### src/rtl/klsib_pkg.sv
package klsib_pkg;
   typedef enum logic {
      GATE_CLOSED = 1'b0,
      GATE_OPEN   = 1'b1
   } gate_e;

   typedef enum logic [1:0] {
      SOP_HOLD    = 2'd0,
      SOP_SHIFT   = 2'd1,
      SOP_CAPTURE = 2'd2
   } shift_op_e;

   function automatic shift_op_e pick_shift_op(input logic sel, input logic shift_en,
                                               input logic capture_en);
      if (sel && capture_en)    return SOP_CAPTURE;
      else if (sel && shift_en) return SOP_SHIFT;
      else                      return SOP_HOLD;
   endfunction
endpackage

### src/rtl/klsib_shift_cell.sv
module klsib_shift_cell
   import klsib_pkg::*;
(
   input  logic tck,
   input  logic trst_n,
   input  logic sel,
   input  logic shift_en,
   input  logic capture_en,
   input  logic si,
   input  logic cap_val,
   output logic shift_q
);
   shift_op_e op;

   always_comb op = pick_shift_op(sel, shift_en, capture_en);

   always_ff @(posedge tck or negedge trst_n) begin
      if (!trst_n) begin
         shift_q <= 1'b0;
      end else begin
         case (op)
            SOP_CAPTURE: shift_q <= cap_val;
            SOP_SHIFT:   shift_q <= si;
            default:     shift_q <= shift_q;
         endcase
      end
   end

   AST_SHIFT_IDLE_HOLDS: assert property (@(posedge tck) disable iff (!trst_n)
      !sel |=> $stable(shift_q)) else $error("shift flop moved while deselected");
endmodule

### src/rtl/klsib_key_match.sv
module klsib_key_match #(
   parameter int unsigned          KEY_W   = 8,
   parameter logic [KEY_W-1:0]     KEY_VAL = 8'hA5
) (
   input  logic [KEY_W-1:0] key_taps,
   output logic             key_ok
);
   logic [KEY_W-1:0] bit_ok;

   for (genvar i = 0; i < KEY_W; i++) begin : g_bit
      assign bit_ok[i] = ~(key_taps[i] ^ KEY_VAL[i]);
   end

   if (KEY_W == 1) begin : g_single
      assign key_ok = bit_ok[0];
   end else begin : g_reduce
      assign key_ok = &bit_ok;
   end
endmodule

### src/rtl/klsib_trap_guard.sv
module klsib_trap_guard #(
   parameter int unsigned       TRAP_N  = 1,
   parameter logic [TRAP_N-1:0] TRAP_OK = 1'b1
) (
   input  logic              tck,
   input  logic              trst_n,
   input  logic              upd_strobe,
   input  logic [TRAP_N-1:0] trap_taps,
   output logic [TRAP_N-1:0] trap_q,
   output logic              wrong_now,
   output logic              lock_q
);
   logic [TRAP_N-1:0] bit_bad;

   for (genvar i = 0; i < TRAP_N; i++) begin : g_trap
      always_ff @(posedge tck or negedge trst_n) begin
         if (!trst_n)         trap_q[i] <= TRAP_OK[i];
         else if (upd_strobe) trap_q[i] <= trap_taps[i];
      end
      assign bit_bad[i] = trap_taps[i] ^ TRAP_OK[i];
   end

   assign wrong_now = upd_strobe && (|bit_bad);

   always_ff @(posedge tck or negedge trst_n) begin
      if (!trst_n)        lock_q <= 1'b0;
      else if (wrong_now) lock_q <= 1'b1;
   end

   AST_LOCK_STICKY: assert property (@(posedge tck) disable iff (!trst_n)
      lock_q |=> lock_q) else $error("lock cleared without reset");
   AST_BAD_TRAP_LOCKS: assert property (@(posedge tck) disable iff (!trst_n)
      (upd_strobe && trap_taps != TRAP_OK) |=> lock_q) else $error("wrong trap write did not lock");
   AST_TRAP_IDLE_HOLDS: assert property (@(posedge tck) disable iff (!trst_n)
      !upd_strobe |=> $stable(trap_q)) else $error("trap register moved without update");
endmodule

### src/rtl/klsib_update_cell.sv
module klsib_update_cell
   import klsib_pkg::*;
(
   input  logic  tck,
   input  logic  trst_n,
   input  logic  upd_strobe,
   input  logic  load_ok,
   input  logic  force_close,
   input  logic  shift_q,
   output gate_e upd_q
);
   gate_e upd_d;

   always_comb begin
      if (force_close)     upd_d = GATE_CLOSED;
      else if (upd_strobe) upd_d = load_ok ? gate_e'(shift_q) : GATE_CLOSED;
      else                 upd_d = upd_q;
   end

   always_ff @(posedge tck or negedge trst_n) begin
      if (!trst_n) upd_q <= GATE_CLOSED;
      else         upd_q <= upd_d;
   end

   AST_GATE_MOVES_ON_UPDATE: assert property (@(posedge tck) disable iff (!trst_n)
      !upd_strobe |=> $stable(upd_q)) else $error("gate moved without update");
endmodule

### src/rtl/key_locked_sib.sv
module key_locked_sib
   import klsib_pkg::*;
#(
   parameter int unsigned       KEY_W   = 8,
   parameter logic [KEY_W-1:0]  KEY_VAL = 8'hA5,
   parameter int unsigned       TRAP_N  = 1,
   parameter logic [TRAP_N-1:0] TRAP_OK = 1'b1
) (
   input  logic              tck,
   input  logic              trst_n,
   input  logic              sel,
   input  logic              shift_en,
   input  logic              capture_en,
   input  logic              update_en,
   input  logic              si,
   output logic              so,
   output logic              seg_sel,
   output logic              seg_si,
   input  logic              seg_ret,
   input  logic [KEY_W-1:0]  key_taps,
   input  logic [TRAP_N-1:0] trap_taps,
   output logic [TRAP_N-1:0] trap_upd
);
   localparam int unsigned KEY_MAX_W = 64;

   if (KEY_W < 1 || KEY_W > KEY_MAX_W) begin : g_bad_key_w
      $error("KEY_W must lie in 1..64");
   end
   if (TRAP_N < 1 || TRAP_N > 32) begin : g_bad_trap_n
      $error("TRAP_N must lie in 1..32");
   end

   logic  shift_q;
   logic  upd_strobe;
   logic  key_ok;
   logic  trap_wrong;
   logic  lock_q;
   gate_e upd_q;

   assign upd_strobe = sel && update_en;

   klsib_shift_cell u_shift (
      .tck        (tck),
      .trst_n     (trst_n),
      .sel        (sel),
      .shift_en   (shift_en),
      .capture_en (capture_en),
      .si         (si),
      .cap_val    (upd_q == GATE_OPEN),
      .shift_q    (shift_q)
   );

   klsib_key_match #(.KEY_W(KEY_W), .KEY_VAL(KEY_VAL)) u_key (
      .key_taps (key_taps),
      .key_ok   (key_ok)
   );

   klsib_trap_guard #(.TRAP_N(TRAP_N), .TRAP_OK(TRAP_OK)) u_trap (
      .tck        (tck),
      .trst_n     (trst_n),
      .upd_strobe (upd_strobe),
      .trap_taps  (trap_taps),
      .trap_q     (trap_upd),
      .wrong_now  (trap_wrong),
      .lock_q     (lock_q)
   );

   klsib_update_cell u_upd (
      .tck         (tck),
      .trst_n      (trst_n),
      .upd_strobe  (upd_strobe),
      .load_ok     (key_ok),
      .force_close (lock_q || trap_wrong),
      .shift_q     (shift_q),
      .upd_q       (upd_q)
   );

   assign seg_si  = shift_q;
   assign seg_sel = sel && (upd_q == GATE_OPEN);
   assign so      = (upd_q == GATE_OPEN) ? seg_ret : shift_q;

   AST_LOCKED_IS_CLOSED: assert property (@(posedge tck) disable iff (!trst_n)
      lock_q |-> (upd_q == GATE_CLOSED)) else $error("gate open while locked");
   AST_OPEN_NEEDS_KEY: assert property (@(posedge tck) disable iff (!trst_n)
      (upd_q == GATE_OPEN) && $past(upd_q == GATE_CLOSED) |-> $past(upd_strobe && key_ok))
      else $error("gate opened without matching key");
   AST_MISMATCH_CLOSES: assert property (@(posedge tck) disable iff (!trst_n)
      (upd_strobe && !key_ok) |=> (upd_q == GATE_CLOSED)) else $error("gate open after key mismatch");
endmodule

### config.mk
export PLATFORM = sky130hd
export DESIGN_NAME = key_locked_sib
export DESIGN_NICKNAME = d
export VERILOG_FILES = /design/src/rtl/klsib_pkg.sv /design/src/rtl/klsib_shift_cell.sv /design/src/rtl/klsib_key_match.sv /design/src/rtl/klsib_trap_guard.sv /design/src/rtl/klsib_update_cell.sv /design/src/rtl/key_locked_sib.sv
export SDC_FILE = /design/constraint.sdc
export NUM_CORES = 1
export LEC_CHECK = 0
export CAP_MARGIN = 10
export CORE_AREA = 2 2 39 41
export DETAILED_ROUTE_END_ITERATION = 16
export DIE_AREA = 0 0 41 43
export PLACE_DENSITY = 0.46
export SLEW_MARGIN = 20
export SYNTH_ARGS = -nofsm -noshare
export SYNTH_HDL_FRONTEND = slang
export SYNTH_SLANG_ARGS = --single-unit
### constraint.sdc
create_clock -name tck -period 1.8 [get_ports tck]
set_clock_uncertainty 0.15 [all_clocks]
set_input_delay 0.54 -clock tck [delete_from_list [all_inputs] [get_ports tck]]
set_output_delay 0.54 -clock tck [all_outputs]
set_load 0.03 [all_outputs]
Word-level counts from Yosys, hierarchy flattened
Index checks and enable logic that the tools add are counted.
{"block": "classes", "n_eq_ne": 2, "mux": 7, "n_bitwise": 5, "n_reduce_logical": 9}
{"operator": "8-bit AND reduction", "n": 1}
{"operator": "1-bit logical AND", "n": 5}
{"operator": "1-bit two-way mux", "n": 5}
{"operator": "1-bit inverter", "n": 5}
{"operator": "2-bit nonzero test", "n": 2}
{"operator": "2-bit by 1-bit equality test with 1-bit output, second input constant", "n": 1}
{"operator": "2-bit equality test, second input constant", "n": 1}
{"operator": "2-bit two-way mux", "n": 1}
{"operator": "1-bit case mux with 2 select lines", "n": 1}
{"operator": "1-bit logical OR", "n": 1}
{"block": "totals", "reg_bits": 4, "inputBits": 17, "output_inout_bits": 4, "word_cells": 27}

Longest topological paths before layout
{"block": "depth", "ltp_word": 5, "depth_mapped": 3, "mapped_depth_nobuf": 3}

Cells and area by module
A second synthesis with hierarchy kept.
{"block": "unflattened", "cells_unflattened": 22, "area_unflattened_um2": 250.2}
{"module": "klsib_trap_guard", "instances": 1, "cells_per_inst": 5, "area_per_inst_um2": 82.6, "seq_area_each_um2": 51.3}
{"module": "klsib_shift_cell", "instances": 1, "cells_per_inst": 6, "area_per_inst_um2": 60.1, "seq_area_each_um2": 25.0}
{"module": "klsib_update_cell", "instances": 1, "cells_per_inst": 4, "area_per_inst_um2": 45.0, "seq_area_each_um2": 25.0}
{"module": "key_locked_sib", "instances": 1, "cells_per_inst": 4, "area_per_inst_um2": 35.0, "seq_area_each_um2": 0.0}
{"module": "klsib_key_match", "instances": 1, "cells_per_inst": 3, "area_per_inst_um2": 27.5, "seq_area_each_um2": 0.0}

Worst setup path after synthesis
OpenSTA, ideal clock, no wires.
{"block": "synth_timing", "path_kind": "input to register", "from": "in key_taps[3]", "to": "reg u_upd.upd_q", "setup_ns": 0.087, "arrival_time_ns": 1.591, "required_time_ns": 1.563, "setup_slack_ns": -0.028, "stages": 3, "n_path_buf": 0, "cell_sequence": "or4_1 or3_1 a211oi_2"}
{"block": "synth_via", "elab_chain_cells": 5}
{"element": "start: declaration", "line_no": "key_locked_sib.sv:20", "text": "input logic [KEY_W-1:0] key_taps,"}
{"element": "1-bit inverter", "line_no": "klsib_key_match.sv:11", "text": "assign bit_ok[i] = ~(key_taps[i] ^ KEY_VAL[i]);"}
{"element": "8-bit AND reduction", "line_no": "klsib_key_match.sv:17", "text": "assign key_ok = &bit_ok;"}
{"element": "1-bit two-way mux (2 in a row)", "line_no": "klsib_update_cell.sv:16", "text": "else if (upd_strobe) upd_d = load_ok ? gate_e'(shift_q) : GATE_CLOSED;"}
{"element": "1-bit two-way mux", "line_no": "klsib_update_cell.sv:15", "text": "if (force_close) upd_d = GATE_CLOSED;"}
{"element": "end signal: assignment", "line_no": "klsib_update_cell.sv:22", "text": "else upd_q <= upd_d;"}
{"element": "end: declaration", "line_no": "klsib_update_cell.sv:10", "text": "output gate_e upd_q"}
No other way between the ends. The select of a mux whose other input is x is not followed.
A chain may end at the register's enable or synchronous reset.

Worst setup path after layout
{"block": "layout_timing", "from": "in seg_ret", "to": "out so"}
{"block": "layout_via", "elab_chain_cells": 1}
{"element": "start: declaration", "line_no": "key_locked_sib.sv:19", "text": "input logic seg_ret,"}
{"element": "1-bit two-way mux", "line_no": "key_locked_sib.sv:80", "text": "assign so = (upd_q == GATE_OPEN) ? seg_ret : shift_q;"}
{"element": "end: declaration", "line_no": "key_locked_sib.sv:16", "text": "output logic so,"}
No other way between the ends.

==> results.ini <==
[run_status]
status = finished, violations left
violations = negative setup slack

[place]
place_congestion = 0.591
port_buffers = 20
place_area_um2 = 448
dpl.hpwl_um = 554
dpl.cell_count = 59
place_ws_ns = -0.435

[worst_setup_path]
timing.critical_path.fanout_max = 1
reg2regPathDepth = 5
arrival_ns = 1.17
worstSetupPathType = primary input to output pin
timing.rr.start = u_shift.shift_q
endpoint = so
start_kind = primary input
timing.reg2reg.setup_slack_ns = 0.38
worst_ep_required_time_ns = 1.11
crit_start = seg_ret
reg2reg_to = u_upd.upd_q
end_kind = output pin

[job]
drv_cap = 0

[global_route]
antenna_found_initial = 0
track_usage_pct = 9.07
grt_overflow_total = 0
grt_start_max_net_pins = 5
grt_pass1_wl_um = 1010
grt_pass1_vias = 263

[timing]
tightest_slew_ns = 0.303
clock.fmax_mhz = 539
fin_tns_setup_ns = -0.0553
layout_setup_ws_ns = -0.0553
period_needed_ns = 1.86
period_share_pct = 103
relSlewSlack_pct = 79.9
setup_viol = 1
maxSlewViolCount = 0
final_hold_viol_count = 0
timing.hold.ws_ns = 0.355
grt_setup_unrepaired = yes

[floorplanning]
initial_core_util_pct = 15.4
pin_count = 21
dieArea_mm2 = 0.00176
die_w_um = 41
rows = 14
core_area_mm2 = 0.00138
fp.dieH_um = 43

[yosys]
synth_area_leaders = dfrtp_1, dfstp_2, mux2_2
yosys.area.top_type = dfrtp_1
synth_area_um2 = 213
synth_cell_types = 13
synth_fp_nets = 37
ys_ff_latch = 4
avgSynthCellArea_um2 = 10.6
seq_area_frac_synth_pct = 47.6
yosys.area.top_type_share_pct = 35.3
syn_inst = 20
yosys_warnings = 0

[clock_tree]
tritoncts = done
clkLatencyLatePin_ns = 0.24
cts_buffer_depth = 2
path_clk_slew_ns = 0.04
cts_inserted_buffers = 3
clkSinkCount = 4
root_buffer = clkbuf_4
htreeDepth = 1
postCtsHoldBufs = 0

[route]
num_vias = 257
wl_per_cell_um = 10.7
dr.pass1.iters = 1
ant_nets = 0
routed_via_density = 4.02
drtIter0Drc = 0
drc = 0
wirelength_um = 684

[final_layout]
fin_util_pct = 36.1
multi_input_area_um2 = 123
area_growth_pct = 135
final-instance-count-excl-fill = 64
layout.nets = 66
layout_commonest_cell = clkdlybuf4s50_1
layout_common_cells = clkdlybuf4s50_1, nand2_1, dlygate4sd2_1, buf_4
num_antenna_cells = 0
fin_area_um2 = 499
nFillCells = 151
drive_gt1_share_pct = 33.3
register_area_um2 = 101

[power_and_ir_drop]
finalPower_mw = 0.304
power_density_mw_per_mm2 = 610
ir_worst_vdd_mv = 0.256
p_leak_nw = 0.213

[hold_path]
min_path_type = flip-flop to flip-flop
hp-start = u_trap.lock_q

worst max-delay path, stage by stage:
cell           delay (ns)
dlygate4sd2_1        0.23
mux2_4               0.26
buf_6                0.14
flip-flops by register name, indices dropped and copies added, names as in the netlist:
name and cells:
u_trap.trap_q 1, u_shift.shift_q 1, u_upd.upd_q 1, u_trap.lock_q 1
worst min-delay path by stage:
stage                            to  slack [ns]  depth (start not counted)
global route            u_upd.upd_q        0.37                          1
CTS                     u_upd.upd_q        0.36                          1
floorplan           u_shift.shift_q        0.09                          0
global placement      u_trap.lock_q        0.34                          1
detailed placement    u_trap.lock_q        0.35                          1
finish                u_trap.lock_q        0.35                          1
where the power goes:
| group | switching (mW) | internal (mW) | total, mW |
|---|---|---|---|
| sequential | 0.00285 | 0.0979 | 0.101 |
| combinational | 0.0321 | 0.0502 | 0.0823 |
| clock | 0.0381 | 0.0833 | 0.121 |
routing by layer:
layer	wire, µm	GRT usage [%]
met5	0	0
met3	97	3.66
met4	0	6.00
met1	288	11.1
met2	298	12.5
final cells by class:
class	count	area share, %
repair buffers	24	45.9
multi-input cells	16	24.6
flip-flops and latches	4	20.3
clock buffers	4	5.26
well taps	16	4.01
synthesized netlist by cell type, drive strengths merged:
library cell,number
or3,1
o21bai,1
and2,1
nand2,5
dfstp,1
o21ai,1
dfrtp,3
nand3b,1
mux2,2
or4,1
a211oi,1
a32oi,1
a22o,1
kinds of logic (layout without fill, tap and decap cells):
logic type	count (synthesis)	count (layout)	share of synthesized area (%)
AND/OR/NAND/NOR	9	9	21.8
buffers and inverters	0	28	0
multiplexers	2	2	10.6
flip-flops	4	4	47.6
AO/OA/AOI/OAI	5	5	20.0
what timing repair did:
action / 4_1_cts / 5_1_grt
resized for setup: 14 / 2
pin swaps: 3 / 3
setup buffers: 0 / 1
endpoints found under the hold margin: 0 / 0
setup endpoints to repair: 4 / 2
No activity file was read; power rests on OpenSTA's default activity.
